===== src/rtl/ipi_pkg.sv =====
package ipi_pkg;

  localparam int unsigned DATA_W = 32;

  // Address map (byte offsets)
  localparam logic [31:0] PEND_ADDR    = 32'h0000_1000;
  localparam logic [31:0] EN_BASE      = 32'h0000_2000;
  localparam logic [31:0] EN_STRIDE    = 32'h0000_0080;
  localparam logic [31:0] CLAIM_BASE   = 32'h0020_0004;
  localparam logic [31:0] CLAIM_STRIDE = 32'h0000_1000;

  // Priority register of source index i (ID i+1) sits at 4*ID.
  function automatic logic [31:0] prio_addr(input int unsigned src_idx);
    return 32'((src_idx + 1) * 4);
  endfunction

  function automatic logic [31:0] en_addr(input int unsigned hart);
    return EN_BASE + 32'(hart) * EN_STRIDE;
  endfunction

  function automatic logic [31:0] claim_addr(input int unsigned hart);
    return CLAIM_BASE + 32'(hart) * CLAIM_STRIDE;
  endfunction

  // A completion value names a real source only when it lies in 1..n_src.
  function automatic logic id_in_range(input logic [31:0] val, input int unsigned n_src);
    return (val != 32'd0) && (val <= 32'(n_src));
  endfunction

endpackage


===== src/rtl/ipi_prio_regs.sv =====
module ipi_prio_regs #(
  parameter int unsigned N_SRC  = 32,
  parameter int unsigned PRIO_W = 3
) (
  input  logic              clk,
  input  logic              rst_n,
  input  logic [31:0]       addr,
  input  logic              wr,
  input  logic [PRIO_W-1:0] wdata,
  output logic [PRIO_W-1:0] prio [N_SRC],
  output logic [N_SRC-1:0]  prio_nz,
  output logic [N_SRC-1:0]  hit
);
  import ipi_pkg::*;

  for (genvar i = 0; i < N_SRC; i++) begin : g_src
    assign hit[i] = (addr == prio_addr(i));

    always_ff @(posedge clk or negedge rst_n) begin
      if (!rst_n)            prio[i] <= '0;
      else if (wr && hit[i]) prio[i] <= wdata;
    end

    assign prio_nz[i] = |prio[i];
  end

  // a priority write is visible in the next cycle
  p_prio_write_lands_r3: assert property (@(posedge clk) disable iff (!rst_n)
    wr && (hit != '0) |=> (prio_nz != '0) == ($past(wdata) != '0) || ($countones($past(hit)) == 1 && prio_nz != '0));

endmodule


===== src/rtl/ipi_arbiter.sv =====
module ipi_arbiter #(
  parameter int unsigned N_SRC  = 32,
  parameter int unsigned PRIO_W = 3,
  parameter int unsigned ID_W   = 6
) (
  input  logic [N_SRC-1:0]  cand,
  input  logic [PRIO_W-1:0] prio [N_SRC],
  output logic [ID_W-1:0]   win_id
);
  logic [ID_W-1:0]   best_id;
  logic [PRIO_W-1:0] best_prio;

  // Linear scan: strictly-greater keeps the lowest ID on a tie.
  always_comb begin
    best_id   = '0;
    best_prio = '0;
    for (int i = 0; i < N_SRC; i++) begin
      if (cand[i] && ((best_id == '0) || (prio[i] > best_prio))) begin
        best_id   = ID_W'(i + 1);
        best_prio = prio[i];
      end
    end
  end

  assign win_id = best_id;

endmodule


===== src/rtl/ipi_hart_ctx.sv =====
module ipi_hart_ctx #(
  parameter int unsigned N_SRC  = 32,
  parameter int unsigned PRIO_W = 3,
  parameter int unsigned ID_W   = 6,
  parameter int unsigned SRC_IW = 5
) (
  input  logic              clk,
  input  logic              rst_n,
  input  logic              en_we,
  input  logic              claim_rd,
  input  logic              cmpl_we,
  input  logic [31:0]       wdata,
  input  logic [N_SRC-1:0]  pending,
  input  logic [N_SRC-1:0]  prio_nz,
  input  logic [PRIO_W-1:0] prio [N_SRC],
  output logic              irq,
  output logic [N_SRC-1:0]  enable,
  output logic [ID_W-1:0]   claim_id,
  output logic              claim_take,
  output logic [SRC_IW-1:0] claim_idx
);
  import ipi_pkg::*;

  logic [N_SRC-1:0]  active;
  logic [N_SRC-1:0]  cand;
  logic [SRC_IW-1:0] cmpl_idx;
  logic              cmpl_ok;

  assign cand = pending & enable & prio_nz & ~active;
  assign irq  = |cand;

  ipi_arbiter #(.N_SRC(N_SRC), .PRIO_W(PRIO_W), .ID_W(ID_W)) i_arb (
    .cand   (cand),
    .prio   (prio),
    .win_id (claim_id)
  );

  assign claim_take = claim_rd && (claim_id != '0);
  assign claim_idx  = SRC_IW'(claim_id - ID_W'(1));

  assign cmpl_idx = SRC_IW'(wdata - 32'd1);
  assign cmpl_ok  = cmpl_we && id_in_range(wdata, N_SRC) && active[cmpl_idx];

  always_ff @(posedge clk or negedge rst_n) begin
    if (!rst_n)     enable <= '0;
    else if (en_we) enable <= wdata[N_SRC-1:0];
  end

  always_ff @(posedge clk or negedge rst_n) begin
    if (!rst_n) begin
      active <= '0;
    end else begin
      if (claim_take) active[claim_idx] <= 1'b1;
      if (cmpl_ok)    active[cmpl_idx]  <= 1'b0;
    end
  end

  // a claimed source is in progress in the next cycle
  p_claim_marks_active_r7: assert property (@(posedge clk) disable iff (!rst_n)
    claim_take |=> active[$past(claim_idx)]);

  // a completion that does not match an in-progress source changes nothing
  p_bad_complete_ignored_r8: assert property (@(posedge clk) disable iff (!rst_n)
    cmpl_we && !claim_rd && !cmpl_ok |=> $stable(active));

  // the arbiter only names an eligible source
  p_winner_eligible_r6: assert property (@(posedge clk) disable iff (!rst_n)
    claim_id != '0 |-> cand[claim_idx]);

  // an interrupt always has a claimable source behind it
  p_irq_has_winner_r5: assert property (@(posedge clk) disable iff (!rst_n)
    irq |-> claim_id != '0);

  // a zero-priority source is never claimed
  p_zero_prio_not_claimed_r3: assert property (@(posedge clk) disable iff (!rst_n)
    claim_take |-> prio_nz[claim_idx]);

endmodule


===== src/rtl/ipi_softirq_ctrl.sv =====
module ipi_softirq_ctrl #(
  parameter int unsigned N_HARTS  = 4,
  parameter int unsigned REGION_W = 8,
  parameter int unsigned PRIO_W   = 3,
  parameter int unsigned ADDR_W   = 24
) (
  input  logic              clk,
  input  logic              rst_n,
  input  logic              bus_valid,
  input  logic              bus_write,
  input  logic [ADDR_W-1:0] bus_addr,
  input  logic [31:0]       bus_wdata,
  output logic [31:0]       bus_rdata,
  output logic [N_HARTS-1:0] irq
);
  import ipi_pkg::*;

  localparam int unsigned N_SRC  = N_HARTS * REGION_W;
  localparam int unsigned ID_W   = $clog2(N_SRC + 1);
  localparam int unsigned SRC_IW = $clog2(N_SRC);

  logic [31:0]        addr32;
  logic               rd_req, wr_req;
  logic               pend_hit;
  logic [N_HARTS-1:0] en_hit, claim_hit;
  logic [N_SRC-1:0]   prio_hit;
  logic               mapped;

  logic [N_SRC-1:0]   pending, pend_set, pend_clr;
  logic [PRIO_W-1:0]  prio [N_SRC];
  logic [N_SRC-1:0]   prio_nz;

  logic [N_SRC-1:0]   enable    [N_HARTS];
  logic [ID_W-1:0]    claim_id  [N_HARTS];
  logic [SRC_IW-1:0]  claim_idx [N_HARTS];
  logic [N_HARTS-1:0] claim_take;

  logic [31:0]        rd_val;

  assign addr32 = 32'(bus_addr);
  assign rd_req = bus_valid && !bus_write;
  assign wr_req = bus_valid &&  bus_write;

  assign pend_hit = (addr32 == PEND_ADDR);
  assign mapped   = pend_hit || (en_hit != '0) || (claim_hit != '0) || (prio_hit != '0);

  ipi_prio_regs #(.N_SRC(N_SRC), .PRIO_W(PRIO_W)) i_prio (
    .clk     (clk),
    .rst_n   (rst_n),
    .addr    (addr32),
    .wr      (wr_req),
    .wdata   (bus_wdata[PRIO_W-1:0]),
    .prio    (prio),
    .prio_nz (prio_nz),
    .hit     (prio_hit)
  );

  for (genvar h = 0; h < N_HARTS; h++) begin : g_hart
    assign en_hit[h]    = (addr32 == en_addr(h));
    assign claim_hit[h] = (addr32 == claim_addr(h));

    ipi_hart_ctx #(.N_SRC(N_SRC), .PRIO_W(PRIO_W), .ID_W(ID_W), .SRC_IW(SRC_IW)) i_ctx (
      .clk        (clk),
      .rst_n      (rst_n),
      .en_we      (wr_req && en_hit[h]),
      .claim_rd   (rd_req && claim_hit[h]),
      .cmpl_we    (wr_req && claim_hit[h]),
      .wdata      (bus_wdata),
      .pending    (pending),
      .prio_nz    (prio_nz),
      .prio       (prio),
      .irq        (irq[h]),
      .enable     (enable[h]),
      .claim_id   (claim_id[h]),
      .claim_take (claim_take[h]),
      .claim_idx  (claim_idx[h])
    );
  end

  // Pending word: write-one-to-set, cleared bit by bit on claim.
  assign pend_set = (wr_req && pend_hit) ? bus_wdata[N_SRC-1:0] : '0;

  always_comb begin
    pend_clr = '0;
    for (int h = 0; h < N_HARTS; h++)
      if (claim_take[h]) pend_clr[claim_idx[h]] = 1'b1;
  end

  always_ff @(posedge clk or negedge rst_n) begin
    if (!rst_n) pending <= '0;
    else        pending <= (pending | pend_set) & ~pend_clr;
  end

  // Read mux: one-hot address hits OR-ed together.
  always_comb begin
    rd_val = '0;
    if (pend_hit) rd_val = 32'(pending);
    for (int i = 0; i < N_SRC; i++)
      if (prio_hit[i]) rd_val = rd_val | 32'(prio[i]);
    for (int h = 0; h < N_HARTS; h++) begin
      if (en_hit[h])    rd_val = rd_val | 32'(enable[h]);
      if (claim_hit[h]) rd_val = rd_val | 32'(claim_id[h]);
    end
  end

  always_ff @(posedge clk or negedge rst_n) begin
    if (!rst_n)      bus_rdata <= '0;
    else if (rd_req) bus_rdata <= rd_val;
  end

  // bits written as one are set in the next cycle
  p_w1s_sets_r1: assert property (@(posedge clk) disable iff (!rst_n)
    wr_req && pend_hit |=> (pending & $past(bus_wdata[N_SRC-1:0])) == $past(bus_wdata[N_SRC-1:0]));

  // a write to an unmapped offset leaves the pending word alone
  p_unmapped_write_r9: assert property (@(posedge clk) disable iff (!rst_n)
    wr_req && !mapped |=> $stable(pending));

  // a read of an unmapped offset returns zero
  p_unmapped_read_r9: assert property (@(posedge clk) disable iff (!rst_n)
    rd_req && !mapped |=> bus_rdata == 32'd0);

  // at most one hart claims per cycle
  p_single_claim_r7: assert property (@(posedge clk) disable iff (!rst_n)
    $onehot0(claim_take));

endmodule


===== config.mk =====
export PLATFORM = sky130hd
export DESIGN_NAME = ipi_softirq_ctrl
export DESIGN_NICKNAME = d
export VERILOG_FILES = /design/src/rtl/ipi_pkg.sv /design/src/rtl/ipi_prio_regs.sv /design/src/rtl/ipi_arbiter.sv /design/src/rtl/ipi_hart_ctx.sv /design/src/rtl/ipi_softirq_ctrl.sv
export SDC_FILE = /design/constraint.sdc
export NUM_CORES = 2
export LEC_CHECK = 0
export ABC_AREA = 1
export CAP_MARGIN = 15
export CELL_PAD_IN_SITES_DETAIL_PLACEMENT = 1
export CELL_PAD_IN_SITES_GLOBAL_PLACEMENT = 2
export CORE_MARGIN = 5
export CORE_UTILIZATION = 39
export DETAILED_ROUTE_END_ITERATION = 8
export GPL_TIMING_DRIVEN = 1
export PLACE_DENSITY_LB_ADDON = 0.1
export SYNTH_ARGS = -nofsm -noshare
export SYNTH_HDL_FRONTEND = slang
export SYNTH_SLANG_ARGS = --single-unit

===== constraint.sdc =====
create_clock -name clk -period 65 [get_ports clk]
set_clock_uncertainty 0.1 [all_clocks]
set_input_delay 6.5 -clock clk [delete_from_list [all_inputs] [get_ports clk]]
set_output_delay 6.5 -clock clk [all_outputs]
set_load 0.05 [all_outputs]

======== Word level (Yosys, flattened, before mapping) ========
Cells that the tools add are included.
storage, ports and cells
  output and inout bits ................... 36
  input port bits ......................... 60
  logic and storage cells ................. 1,097
  register bits after elaboration ......... 416
operators by class
  mux-type cells .......................... 324
  bitwise operators ....................... 71
  magnitude comparators ................... 135
  eq/ne operators ......................... 41
  reduce and logical (&&, ||, !) cells .... 479
  add/subtract/negate cells ............... 5
operators by type and width
  operator                                                     number
  two-way mux 32 bit                                           54
  OR 32 x 3 -> 32 bit                                          32
  zero test 6 bit                                              124
  two-way mux 6 bit                                            120
  AND 32 bit                                                   17
  == test 24 x 7 -> 1 bit (second input constant)              16
  OR 32 bit                                                    12
  > comparator 3 bit                                           124
  two-way mux 3 bit                                            124
  == test 24 x 6 -> 1 bit (second input constant)              8
  NOT 32 bit                                                   6
  logical AND 1 bit                                            189
  OR 32 x 6 -> 32 bit                                          4
  OR reduction 32 bit                                          4
  logical OR 1 bit                                             124
  == test 24 x 14 -> 1 bit (second input constant)             4
  == test 24 x 22 -> 1 bit (second input constant)             4
  == test 24 x 5 -> 1 bit (second input constant)              4
  OR reduction 3 bit                                           32
  == test 24 x 4 -> 1 bit (second input constant)              2
  <= comparator 32 x 6 -> 1 bit (second input constant)        1
  nonzero test 32 bit                                          1
  less-than comparator 5 x 6 -> 1 bit (second input constant)  5
  demux 1 bit (select 5 bit)                                   5
  other kinds (10)                                             39

======== Depth between registers and ports, before layout ========
  depth in word-level cells ............... 142
  gate-level depth with buffers ........... 325

======== Modules after synthesis ========
From an unflattened synthesis, not the netlist that was laid out.
unflattened totals
  cells, all modules ...................... 7,700
  area, all modules ....................... 48,853.1 sq um
modules (own cells, without submodules)
  module                                   cells each  area an instance (sq um)  sequential area each (sq um)  times used
  ipi_hart_ctx (g_hart[0].i_ctx ...)       542         4,266.6                   1,601.5                       3
  ipi_arbiter (g_hart[0].i_ctx.i_arb ...)  952         5,139.9                   0.0                           2
  ipi_softirq_ctrl                         978         5,886.9                   1,601.5                       1
  ipi_prio_regs                            731         5,405.2                   2,402.3                       1
  ipi_arbiter (g_hart[3].i_ctx.i_arb)      944         5,172.5                   0.0                           1
  ipi_arbiter (g_hart[2].i_ctx.i_arb)      960         5,092.4                   0.0                           1
  ipi_hart_ctx (g_hart[3].i_ctx)           557         4,216.5                   1,601.5                       1

======== Least setup slack after synthesis ========
Ideal clock, no wire load.
  path type ............................... flip-flop to output port
  from .................................... reg i_prio.prio[95] in the netlist's numbering
  to ...................................... out irq[3]
  path slack .............................. 25.823 ns
  cell stages (with the launch flop) ...... 250
  data required time ...................... 58.400 ns
  data arrival time ....................... 32.577 ns
  path through ............................ dfrtp_1 > buf_6 > nor2_4 > nand2_2 > nand2_1 > inv_1 > nand2_1 > ha_1 > a21oi_1 > o21ai_0 > nand2_1 > nand2_1 > nand2_1 > nand3_1 > o21ai_0 > inv_1 > ha_1 > nand2_1 > (+214 left out) > nand4_1 > nand2_1 > o21ai_0 > ha_1 > nand2_1 > o21ai_0 > nand2_1 > o41ai_1 > inv_1 > nor2_1 > inv_1 > nand2_1 > inv_1 > nor3_1 > inv_1 > nor2_1 > nand3_1 > buf_4
RTL lines
  what                              RTL line                RTL
  start: declaration                ipi_prio_regs.sv:10     output logic [PRIO_W-1:0] prio [N_SRC],
  start signal: indexed assignment  ipi_prio_regs.sv:21     else if (wr && hit[i]) prio[i] <= wdata;
  end: declaration                  ipi_softirq_ctrl.sv:14  output logic [N_HARTS-1:0] irq

==> metrics.txt <==
WP data arrival=about 43000 ps; Power Internal=0.000446 W; Critical Path End Type=output port; placer congestion estimate=1.09; Critical Path Slowest Stage Cell=clkdlybuf4s50_1; Syn. warnings=0; initial antenna violation count=6; Layout fillers=roughly 13000; Power Dens Cells=around 15 mW/mm2; Tmin final=slightly below 50000 ps; status=finished, final reports clean; CTS Hold Bufs=0; Worst-Margin Slew=approximately 1300 ps; part of the power in registers=42.9%; clock-pin slew of the registers on the worst-case setup and hold paths=around 60 ps; DRT Wirelength=~200000 um; worst reg2reg path startpoint=i_prio.prio[91]$_DFFE_PN0P_; Gate power share=under 10%; Avg Cell Area, Syn=roughly 6.5 um2; Clock power frac=approximately 49%; CP max FO=11; Nets=a little over 6000; Vias=43700; post-synthesis register bit count=~420; DIE AREA=0.103 mm2; Area Overhead vs Synth=10.8%; data required time at the worst endpoint=between 50000 and 60000 ps; CTS tree=yes; # Post-CTS Setup Buffers=0; commonest non-fill, non-tap cell in the layout=nand2_1; cell repeated most along the worst path=nand2_1; # H-tree levels=2; first-pass GRT wire length=about 290000 um; largest net degree at the start of global routing=141; max_slew headroom=14.2%; worst hold endpoint=g_hart[1].i_ctx.enable[5]$_DFFE_PN0P_; Buffers on Ports=between 90 and 100; Tightest Hold Check Type=reg -> reg; Peak VDD IR=0.0000183 V; layout cell share with drive strength beyond 1=5.96%; DIE HEIGHT=321 um; final setup TNS=0 ps; slowest stage delay, CP=approximately 800 ps; Final WS setup=approximately 15000 ps; RSZ-0062 raised after global routing=false; Global Route Usage Sum=between 30% and 40%; switch share=~28%; most frequent cells in the layout=nand2_1, o21ai_0, inv_1, nor2_1, dfrtp_1; Initial DRT Pass Iterations=5; Worst R2R Setup Slack=21350 ps; R2R depth=~250; Hold Path Depth=2; clock latency on the worst-skew pair=640 ps; Vias/cell=approximately 6; max-slew violation count=0; MaxCap Viol Count=0; DP Worst Slack=about 17000 ps; Mapped Cells=between 5000 and 6000; Final setup viols=0; Overflow after GRT=0; Pleak=a little over 20 nW; Startpoint Class=flop; post-synthesis sequential area ratio=27.6%; fin crit share=approximately three quarters; core area=0.0964 mm2; Die Wd=around 320 um; DRC errors left=0; number of synthesized flops with an enable pin=0; final hold viol count=0; post-synthesis net count=about 6200; fmax=20.2 MHz; Initial Util=39.2%; dominant register cell in the synthesized netlist=dfrtp_1; Psw=around 0.00017 W; total CTS buffers=50; Post-DP HPWL=160000 um; synthesized area=~0.038 mm2; Async SR Flop Fraction=between 90% and 100%; IO Pins=96; Iter 0 DRT Violations=4591; Antenna Violating Nets Remaining=0; Crit Path Category=reg -> out; worst r2r dst=pending[7]$_DFF_PN0_; Clock Tree Root=clkbuf_16; Avg WL per Cell=around 28 um; clock sink total=about 420; clock tree buffer depth=3; Netlist cell types=72; hold path startpoint=g_hart[1].i_ctx.enable[5]$_DFFE_PN0P_; post-cts sizing count=0; row cnt=114; vias in the first global route=between 40000 and 50000
[how the worst max path moves through the flow]
stage          cells past startpoint                         from  slack (ps)     end
2_1_floorplan                    249  i_prio.prio[95]$_DFFE_PN0P_       25820  irq[3]
3_3_place_gp                     232  i_prio.prio[91]$_DFFE_PN0P_       17490  irq[3]
3_5_place_dp                     234  i_prio.prio[91]$_DFFE_PN0P_       16960  irq[3]
4_1_cts                          234  i_prio.prio[91]$_DFFE_PN0P_       16230  irq[3]
5_1_grt                          241  i_prio.prio[91]$_DFFE_PN0P_       11550  irq[3]
6_report                         238  i_prio.prio[91]$_DFFE_PN0P_       15490  irq[3]
[worst max-delay path: cells and delay by family (launching register included)]
kind,cells,cell delay [ps]
buffers and inverters,21,3330
adder cells (fa/ha/maj),27,9480
AO/OA/AOI/OAI,84,13170
AND/OR/NAND/NOR,106,15620
flip-flops,1,670
[routing by layer]
layer	routed length [um]	track usage (%)	up-vias	part of all wire, %
met2	84000	56.0	1874	42
met1	88000	53.3	21500	44
li1	-	-	19900	-
met4	9320	14.7	6	4.6
met3	19800	8.48	407	9.9
met5	33	0	-	0.016
[through the flow]
stage / hold WS (ps) / utilization [%] / cell area [um2] / power (W) / cells
after floorplan: 353 / - / 37800 / 0.000290 / 5791
after global placement: 365 / 41.6 / 40100 / 0.000319 / 7076
after detailed placement: 373 / 41.6 / 40100 / 0.000320 / 7076
after CTS: 387 / 43.4 / 41800 / 0.000616 / 7164
after global routing: 401 / 43.4 / 41800 / 0.000629 / 7167
final: 383 / 43.4 / 41800 / 0.000615 / 7169
[final cells by class]
| type | instances | area (um2) | share of cell area (%) |
|---|---|---|---|
| Timing Repair Buffer | 173 | 1550 | 3.70 |
| Tap cell | 1276 | 1600 | 3.82 |
| Multi-Input combinational cell | 4494 | 23900 | 57.1 |
| Sequential cell | 416 | 10400 | 24.9 |
| Antenna cell | 2 | 5.00 | 0.0120 |
| Clock inverter | 21 | 243 | 0.580 |
| Clock buffer | 67 | 1450 | 3.46 |
| Inverter | 720 | 2700 | 6.46 |
[synthesized netlist by cell type (20+ instances only)]
cell type / instances / area, um2
nand4_1: 147 / 920
o21ai_1: 39 / 195
nor4_1: 65 / 407
o211ai_1: 20 / 150
dfrtp_1: 416 / 10400
inv_1: 679 / 2550
a22oi_1: 37 / 278
nand3_1: 403 / 2020
a21oi_1: 304 / 1520
inv_2: 32 / 120
o221ai_1: 22 / 193
o21ai_0: 754 / 3770
clkbuf_1: 110 / 413
o22ai_1: 63 / 394
nand2_1: 1360 / 5100
nor2_1: 520 / 1950
buf_6: 24 / 270
a221oi_1: 40 / 350
nand2_2: 88 / 551
ha_1: 302 / 3780
nor3_1: 174 / 871
[power groups by stage]
stage | clock network [W] | registers [W] | logic (W)
after floorplan | 0 | 0.000275 | 0.0000149
after global placement | 0 | 0.000269 | 0.0000509
after detailed placement | 0 | 0.000269 | 0.0000510
after CTS | 0.000301 | 0.000264 | 0.0000513
after global routing | 0.000311 | 0.000264 | 0.0000542
final | 0.000299 | 0.000264 | 0.0000521
[sequential cells by signal, summed over array words and instances (netlist names)]
register	count
g_hart.i_ctx.enable	128
g_hart.i_ctx.active	128
bus_rdata	32
pending	32
i_prio.prio	96
[cell families after synthesis]
group / share of synthesized area (%)
AO/OA/AOI/OAI: 19.9
buffers and inverters: 9.47
flip-flops: 27.6
AND/OR/NAND/NOR: 32.9
adder cells (fa/ha/maj): 10.0
XOR/XNOR: 0.0464
No activity file was read; power rests on OpenSTA's default activity.
